===== config.mk =====
export PLATFORM = sky130hd
export DESIGN_NAME = pprot_regbank
export DESIGN_NICKNAME = d
export VERILOG_FILES = /design/src/rtl/pprot_pkg.sv /design/src/rtl/pprot_sync.sv /design/src/rtl/pprot_outctl.sv /design/src/rtl/pprot_statectl.sv /design/src/rtl/pprot_regbank.sv
export SDC_FILE = /design/constraint.sdc
export NUM_CORES = 1
export LEC_CHECK = 0
export ABC_AREA = 1
export BUFFER_PORTS_ARGS = -buffer_cell sky130_fd_sc_hd__buf_4
export CORE_UTILIZATION = 51
export CTS_BUF_LIST = sky130_fd_sc_hd__clkbuf_2 sky130_fd_sc_hd__clkbuf_4 sky130_fd_sc_hd__clkbuf_8
export CTS_CLUSTER_SIZE = 12
export DETAILED_ROUTE_END_ITERATION = 8
export PLACE_DENSITY = 0.87
export REMOVE_ABC_BUFFERS = 1
export SETUP_SLACK_MARGIN = 0.5
export SLEW_MARGIN = 20
export SYNTH_ARGS = -nofsm -noshare
export SYNTH_HDL_FRONTEND = slang
export SYNTH_HIERARCHICAL = 1
export SYNTH_SLANG_ARGS = --single-unit

===== constraint.sdc =====
create_clock -name clk -period 1.8 [get_ports clk]
set_clock_uncertainty 0.2 [all_clocks]
set_input_delay 0.09 -clock clk [delete_from_list [all_inputs] [get_ports clk]]
set_output_delay 0.09 -clock clk [all_outputs]
set_load 0.05 [all_outputs]

===== src/rtl/pprot_pkg.sv =====
package pprot_pkg;

  typedef struct packed {
    logic odrain;
    logic zvc_off;
    logic chg;
    logic dsg;
    logic rel;
  } oc_t;

  typedef struct packed {
    logic wd_dis;
    logic ship;
    logic sleep;
  } sc_t;

  localparam int unsigned OC_BITS = $bits(oc_t);
  localparam int unsigned SC_BITS = $bits(sc_t);

  function automatic oc_t oc_reset(input logic strap);
    oc_t v;
    v     = '0;
    v.chg = strap;
    return v;
  endfunction

  function automatic logic release_seen(input logic hit, input logic armed,
                                        input logic new_bit);
    return hit && armed && !new_bit;
  endfunction

  function automatic logic ship_effective(input logic ship_req,
                                          input logic pack_on);
    return ship_req && !pack_on;
  endfunction

endpackage


===== src/rtl/pprot_sync.sv =====
module pprot_sync #(
  parameter int unsigned STAGES = 2
) (
  input  logic clk,
  input  logic rst_n,
  input  logic d_i,
  output logic q_o
);
  logic [STAGES-1:0] chain_q;

  generate
    for (genvar s = 0; s < STAGES; s++) begin : g_stage
      if (s == 0) begin : g_first
        always_ff @(posedge clk) begin
          if (!rst_n) chain_q[s] <= 1'b0;
          else        chain_q[s] <= d_i;
        end
      end else begin : g_rest
        always_ff @(posedge clk) begin
          if (!rst_n) chain_q[s] <= 1'b0;
          else        chain_q[s] <= chain_q[s-1];
        end
      end
    end
  endgenerate

  assign q_o = chain_q[STAGES-1];
endmodule


===== src/rtl/pprot_outctl.sv =====
module pprot_outctl
  import pprot_pkg::*;
#(
  parameter int unsigned         ADDR_W  = 8,
  parameter logic [ADDR_W-1:0]   OC_ADDR = 'h01
) (
  input  logic              clk,
  input  logic              rst_n,
  input  logic              strap_pack_i,
  input  logic [ADDR_W-1:0] addr_i,
  input  logic [OC_BITS-1:0] wdata_i,
  input  logic              we_i,
  output oc_t               oc_o,
  output logic              clr_o
);
  oc_t  oc_q;
  logic clr_q;
  logic wr_hit;
  logic rel_fall;

  assign wr_hit   = we_i && (addr_i == OC_ADDR);
  assign rel_fall = release_seen(wr_hit, oc_q.rel, wdata_i[0]);

  always_ff @(posedge clk) begin
    if (!rst_n) begin
      oc_q  <= oc_reset(strap_pack_i);
      clr_q <= 1'b0;
    end else begin
      if (wr_hit) oc_q <= oc_t'(wdata_i);
      clr_q <= rel_fall;
    end
  end

  assign oc_o  = oc_q;
  assign clr_o = clr_q;

  // a write lands in the register at the next edge
  p_oc_write_r2: assert property (@(posedge clk) disable iff (!rst_n)
    wr_hit |=> (oc_q == $past(wdata_i)));

  // without a hit the register keeps its value
  p_oc_hold_r8: assert property (@(posedge clk) disable iff (!rst_n)
    !wr_hit |=> $stable(oc_q));

  // the clear pulse lasts one cycle
  p_clr_single_r5: assert property (@(posedge clk) disable iff (!rst_n)
    clr_q |=> !clr_q);

  // a pulse follows an armed bit that is now cleared
  p_clr_after_arm_r5: assert property (@(posedge clk) disable iff (!rst_n)
    clr_q |-> ($past(oc_q.rel) && !oc_q.rel));
endmodule


===== src/rtl/pprot_statectl.sv =====
module pprot_statectl
  import pprot_pkg::*;
#(
  parameter int unsigned        ADDR_W      = 8,
  parameter logic [ADDR_W-1:0]  SC_ADDR     = 'h02,
  parameter int unsigned        SYNC_STAGES = 2
) (
  input  logic              clk,
  input  logic              rst_n,
  input  logic              pack_present_i,
  input  logic [ADDR_W-1:0] addr_i,
  input  logic [SC_BITS-1:0] wdata_i,
  input  logic              we_i,
  output sc_t               sc_o,
  output logic              ship_o
);
  sc_t  sc_q;
  logic ship_q;
  logic pack_s;
  logic wr_hit;

  pprot_sync #(.STAGES(SYNC_STAGES)) i_pack_sync (
    .clk   (clk),
    .rst_n (rst_n),
    .d_i   (pack_present_i),
    .q_o   (pack_s)
  );

  assign wr_hit = we_i && (addr_i == SC_ADDR);

  always_ff @(posedge clk) begin
    if (!rst_n) begin
      sc_q   <= '0;
      ship_q <= 1'b0;
    end else begin
      if (wr_hit) sc_q <= sc_t'(wdata_i);
      ship_q <= ship_effective(sc_q.ship, pack_s);
    end
  end

  assign sc_o   = sc_q;
  assign ship_o = ship_q;

  // state register takes the written bits
  p_sc_write_r6: assert property (@(posedge clk) disable iff (!rst_n)
    wr_hit |=> (sc_q == $past(wdata_i)));

  // ship needs the request bit one cycle earlier
  p_ship_needs_req_r7: assert property (@(posedge clk) disable iff (!rst_n)
    ship_q |-> $past(sc_q.ship));

  // ship needs the pack absent at the synchroniser output
  p_ship_pack_absent_r7: assert property (@(posedge clk) disable iff (!rst_n)
    ship_q |-> $past(!pack_s));
endmodule


===== src/rtl/pprot_regbank.sv =====
module pprot_regbank
  import pprot_pkg::*;
#(
  parameter int unsigned        ADDR_W      = 8,
  parameter int unsigned        DATA_W      = 8,
  parameter logic [ADDR_W-1:0]  OC_ADDR     = 'h01,
  parameter logic [ADDR_W-1:0]  SC_ADDR     = 'h02,
  parameter int unsigned        SYNC_STAGES = 2
) (
  input  logic              clk,
  input  logic              rst_n,
  input  logic              strap_pack_i,
  input  logic              pack_present_i,
  input  logic [ADDR_W-1:0] bus_addr_i,
  input  logic [DATA_W-1:0] bus_wdata_i,
  input  logic              bus_we_i,
  output logic [DATA_W-1:0] bus_rdata_o,
  output logic              dsg_en_o,
  output logic              chg_en_o,
  output logic              zvc_on_o,
  output logic              odrain_pull_o,
  output logic              sleep_o,
  output logic              ship_o,
  output logic              wd_dis_o,
  output logic              fault_clr_o
);
  localparam int unsigned OC_PAD = DATA_W - OC_BITS;
  localparam int unsigned SC_PAD = DATA_W - SC_BITS;

  oc_t  oc;
  sc_t  sc;
  logic unused_wdata_hi;

  assign unused_wdata_hi = ^bus_wdata_i[DATA_W-1:OC_BITS];

  pprot_outctl #(.ADDR_W(ADDR_W), .OC_ADDR(OC_ADDR)) i_outctl (
    .clk          (clk),
    .rst_n        (rst_n),
    .strap_pack_i (strap_pack_i),
    .addr_i       (bus_addr_i),
    .wdata_i      (bus_wdata_i[OC_BITS-1:0]),
    .we_i         (bus_we_i),
    .oc_o         (oc),
    .clr_o        (fault_clr_o)
  );

  pprot_statectl #(.ADDR_W(ADDR_W), .SC_ADDR(SC_ADDR),
                   .SYNC_STAGES(SYNC_STAGES)) i_statectl (
    .clk            (clk),
    .rst_n          (rst_n),
    .pack_present_i (pack_present_i),
    .addr_i         (bus_addr_i),
    .wdata_i        (bus_wdata_i[SC_BITS-1:0]),
    .we_i           (bus_we_i),
    .sc_o           (sc),
    .ship_o         (ship_o)
  );

  always_comb begin
    bus_rdata_o = '0;
    if (bus_addr_i == OC_ADDR)      bus_rdata_o = {{OC_PAD{1'b0}}, oc};
    else if (bus_addr_i == SC_ADDR) bus_rdata_o = {{SC_PAD{1'b0}}, sc};
  end

  assign dsg_en_o      = oc.dsg;
  assign chg_en_o      = oc.chg;
  assign zvc_on_o      = ~oc.zvc_off;
  assign odrain_pull_o = oc.odrain;
  assign sleep_o       = sc.sleep;
  assign wd_dis_o      = sc.wd_dis;

  // unused addresses read zero
  p_unused_read_zero_r8: assert property (@(posedge clk) disable iff (!rst_n)
    ((bus_addr_i != OC_ADDR) && (bus_addr_i != SC_ADDR)) |-> (bus_rdata_o == '0));

  // reserved state bits read zero
  p_sc_rsvd_zero_r6: assert property (@(posedge clk) disable iff (!rst_n)
    (bus_addr_i == SC_ADDR) |-> (bus_rdata_o[DATA_W-1:SC_BITS] == '0));

  // the zero-volt switch can only turn off through a write to bit 3
  p_zvc_off_by_write_r4: assert property (@(posedge clk) disable iff (!rst_n)
    $fell(zvc_on_o) |-> $past(bus_we_i && (bus_addr_i == OC_ADDR) && bus_wdata_i[3]));
endmodule


==> impl_metrics.tcl <==
set metrics [dict create \
    cp_top_family "flip-flops" \
    drtPass1Iterations 4 \
    grt_usage 0.252 \
    seq_area_frac_synth 0.308 \
    leakage_nw 0.624 \
    io_buffers 30 \
    cp_common_cell "nand2_1" \
    async_flop_share 0 \
    antenna_cells 0 \
    post-route-period-util 0.771 \
    wl_per_cell_microns 11.5 \
    min_to "i_outctl/clr_o" \
    critPathMaxFanout 2 \
    synth_cells 129 \
    synthFlopType "dfxtp_1" \
    clockBufferDepth 2 \
    cts_buffers 3 \
    powerDensity_mw_per_mm2 514 \
    avgViaCountPerCell 4.87 \
    drc_errors 0 \
    die_height_microns 41.9 \
    reg2reg_slack_ns 0.90 \
    worst_slack_ns 0.412 \
    io_pins 37 \
    placedCellCount 173 \
    cp_slowest_cell "dfxtp_2" \
    hold_depth 6 \
    grt_max_degree 15 \
    crit_type "reg2out" \
    core_sq_mm 0.00149 \
    hp-class "in2reg" \
    slowest_delay_ns 0.34 \
    synth_seq_cells 12 \
    design_power_total_mw 0.625 \
    grt_pass1_vias 862 \
    r2r-start "i_statectl/sc_o[1]" \
    grt.overflow.total 0 \
    drv_slew 0 \
    hold_viol_final 0 \
    final_cell_area_sq_mm 0.00122 \
    dr_total_vias 915 \
    drt_iter0_drc 21 \
    worst-path-buf-inv 2 \
    clock_latency_ns 0.26 \
    layout-drive-gt1-share 0.395 \
    final_antenna_net_count 0 \
    dp_hpwl_microns 1400 \
    synth_warnings 6 \
    timing.fmax_mhz 720 \
    r2r_cells 3 \
    vdd_drop_max_mv 0.464 \
    cp_data_arrival_time_ns 1.10 \
    hp-start "bus_addr_i[4]" \
    fin_hold_ws_ns 0.0285 \
    pre_cts_slack_ns 0.569 \
    finalNonFillerCells 188 \
    path_depth 5 \
    fin_crit_ns 1.39 \
    critPathRequiredTime_ns 1.51 \
    fin_tns_setup_ns 0 \
    synth_edf_count 1 \
    clk_pin_slew_ns 0.07 \
    r2r-end "i_statectl/sc_o[1]" \
    area_growth_pct 49.9 \
    start_util 0.545 \
    finalSetupViolCount 0 \
    path_cells "inv_2 > a21oi_2 > nand2_1 > nand2_1 > buf_6" \
    end_kind "output pin" \
    ys_types 16 \
    startpoint_type "flip-flop" \
    die_w_microns 41.9 \
    die_area_sq_mm 0.00176 \
    gp_congestion 0.743 \
    antenna_found_initial 0 \
    nNetsFinal 194 \
    row_count 14 \
    synth.avg_cell_area_sq_um 6.29 \
    nFillCells 107 \
    grt_pass1_wl_microns 3440 \
    grt_setup_unrepaired "true" \
    place_area_sq_mm 0.00104 \
    drv_cap 0 \
    outcome "completed" \
    cts_max_level 1 \
    cts_tree "done" \
    final_util 0.818 \
    wl_microns 2170 \
    clkSinkCount 12 \
    synthesis.area_sq_um 812 \
    cts_root_buffer "clkbuf_4" \
]
[how the worst max path moves through the flow]
| stage | start | endpoint |
|---|---|---|
| after floorplan | i_outctl/oc_o[4] | bus_rdata_o[4] |
| after global placement | bus_addr_i[7] | i_outctl/oc_o[2] |
| after detailed placement | bus_addr_i[7] | i_outctl/oc_o[2] |
| after CTS | i_statectl/sc_o[1] | bus_rdata_o[1] |
| after global routing | i_statectl/sc_o[1] | bus_rdata_o[1] |
| final | i_statectl/sc_o[1] | bus_rdata_o[1] |
[worst reg2reg max path, delay by kind of cell, from the launching register on]
| kind | cells | cell delay [ns] |
|---|---|---|
| DFF | 1 | 0.33 |
| and+or+nand+nor | 2 | 0.14 |
| buffers and inverters | 1 | 0.13 |
[report_power, final]
part / switching (mW) / internal, mW
Combinational: 0.0836 / 0.0590
Sequential: 0.00175 / 0.273
Clock: 0.0851 / 0.123
Total: 0.170 / 0.455
[logic make-up after synthesis]
kind of cell	after synthesis	share of synthesized area
buffers and inverters	33	0.166
AND/OR/NAND/NOR	80	0.493
other	1	0.00462
flip-flops	12	0.308
AO/OA/AOI/OAI	3	0.0277
[state kept, by name, summed over array words and instances, names as in the netlist]
| name | cells |
|---|---|
| i_outctl/clr_o | 1 |
| i_outctl/oc_o | 5 |
| i_statectl/i_pack_sync/chain_q | 1 |
| i_statectl/sc_o | 3 |
| i_statectl/i_pack_sync/q_o | 1 |
| i_statectl/ship_o | 1 |
[metal layers]
layer	global-route usage	routed length, microns	vias up
met5	0	0	-
li1	-	-	455
met4	0.148	50	0
met1	0.289	857	413
met2	0.453	1160	41
met3	0.0174	105	6
[layout make-up]
type	instances	area, sq um	area share
clock buffers	4	36.3	0.0298
inverters	29	109	0.0894
multi-input cells	86	452	0.371
flip-flops and latches	12	254	0.209
well taps	16	20.0	0.0164
repair buffers	41	347	0.285
[cell usage in the layout (no fill, tap or decap), types with 2 or more instances in the layout]
| cell | count |
|---|---|
| conb_1 | 3 |
| nor2_4 | 7 |
| dfxtp_2 | 3 |
| buf_4 | 28 |
| inv_2 | 4 |
| nand2_1 | 28 |
| a21oi_2 | 2 |
| nand3_1 | 9 |
| buf_6 | 5 |
| nor2_2 | 8 |
| clkbuf_4 | 3 |
| nor2_1 | 22 |
| nand3_2 | 3 |
| dfxtp_1 | 8 |
| dlygate4sd3_1 | 8 |
| nand2_2 | 3 |
| inv_1 | 25 |
[synth_stat cells, types with 2 or more instances]
master,number,area share
nor2_4,5,0.069
a21oi_1,2,0.012
nor2_2,10,0.077
nor2_1,22,0.10
nand2_1,28,0.13
nand3_2,3,0.037
nand2_2,3,0.023
dfxtp_1,11,0.27
inv_2,2,0.0092
nand3_1,9,0.055
buf_4,3,0.028
inv_1,27,0.12
[timing repair]
| item | in CTS | in global routing |
|---|---|---|
| hold endpoints to repair | 13 | 0 |
| hold buffers | 8 | 0 |
| gates resized for setup | 8 | 6 |
| setup endpoints to repair | 2 | 5 |
| pin swaps | 2 | 2 |
| buffers inserted | 2 | 1 |
Power figures use the tool's default switching activity.
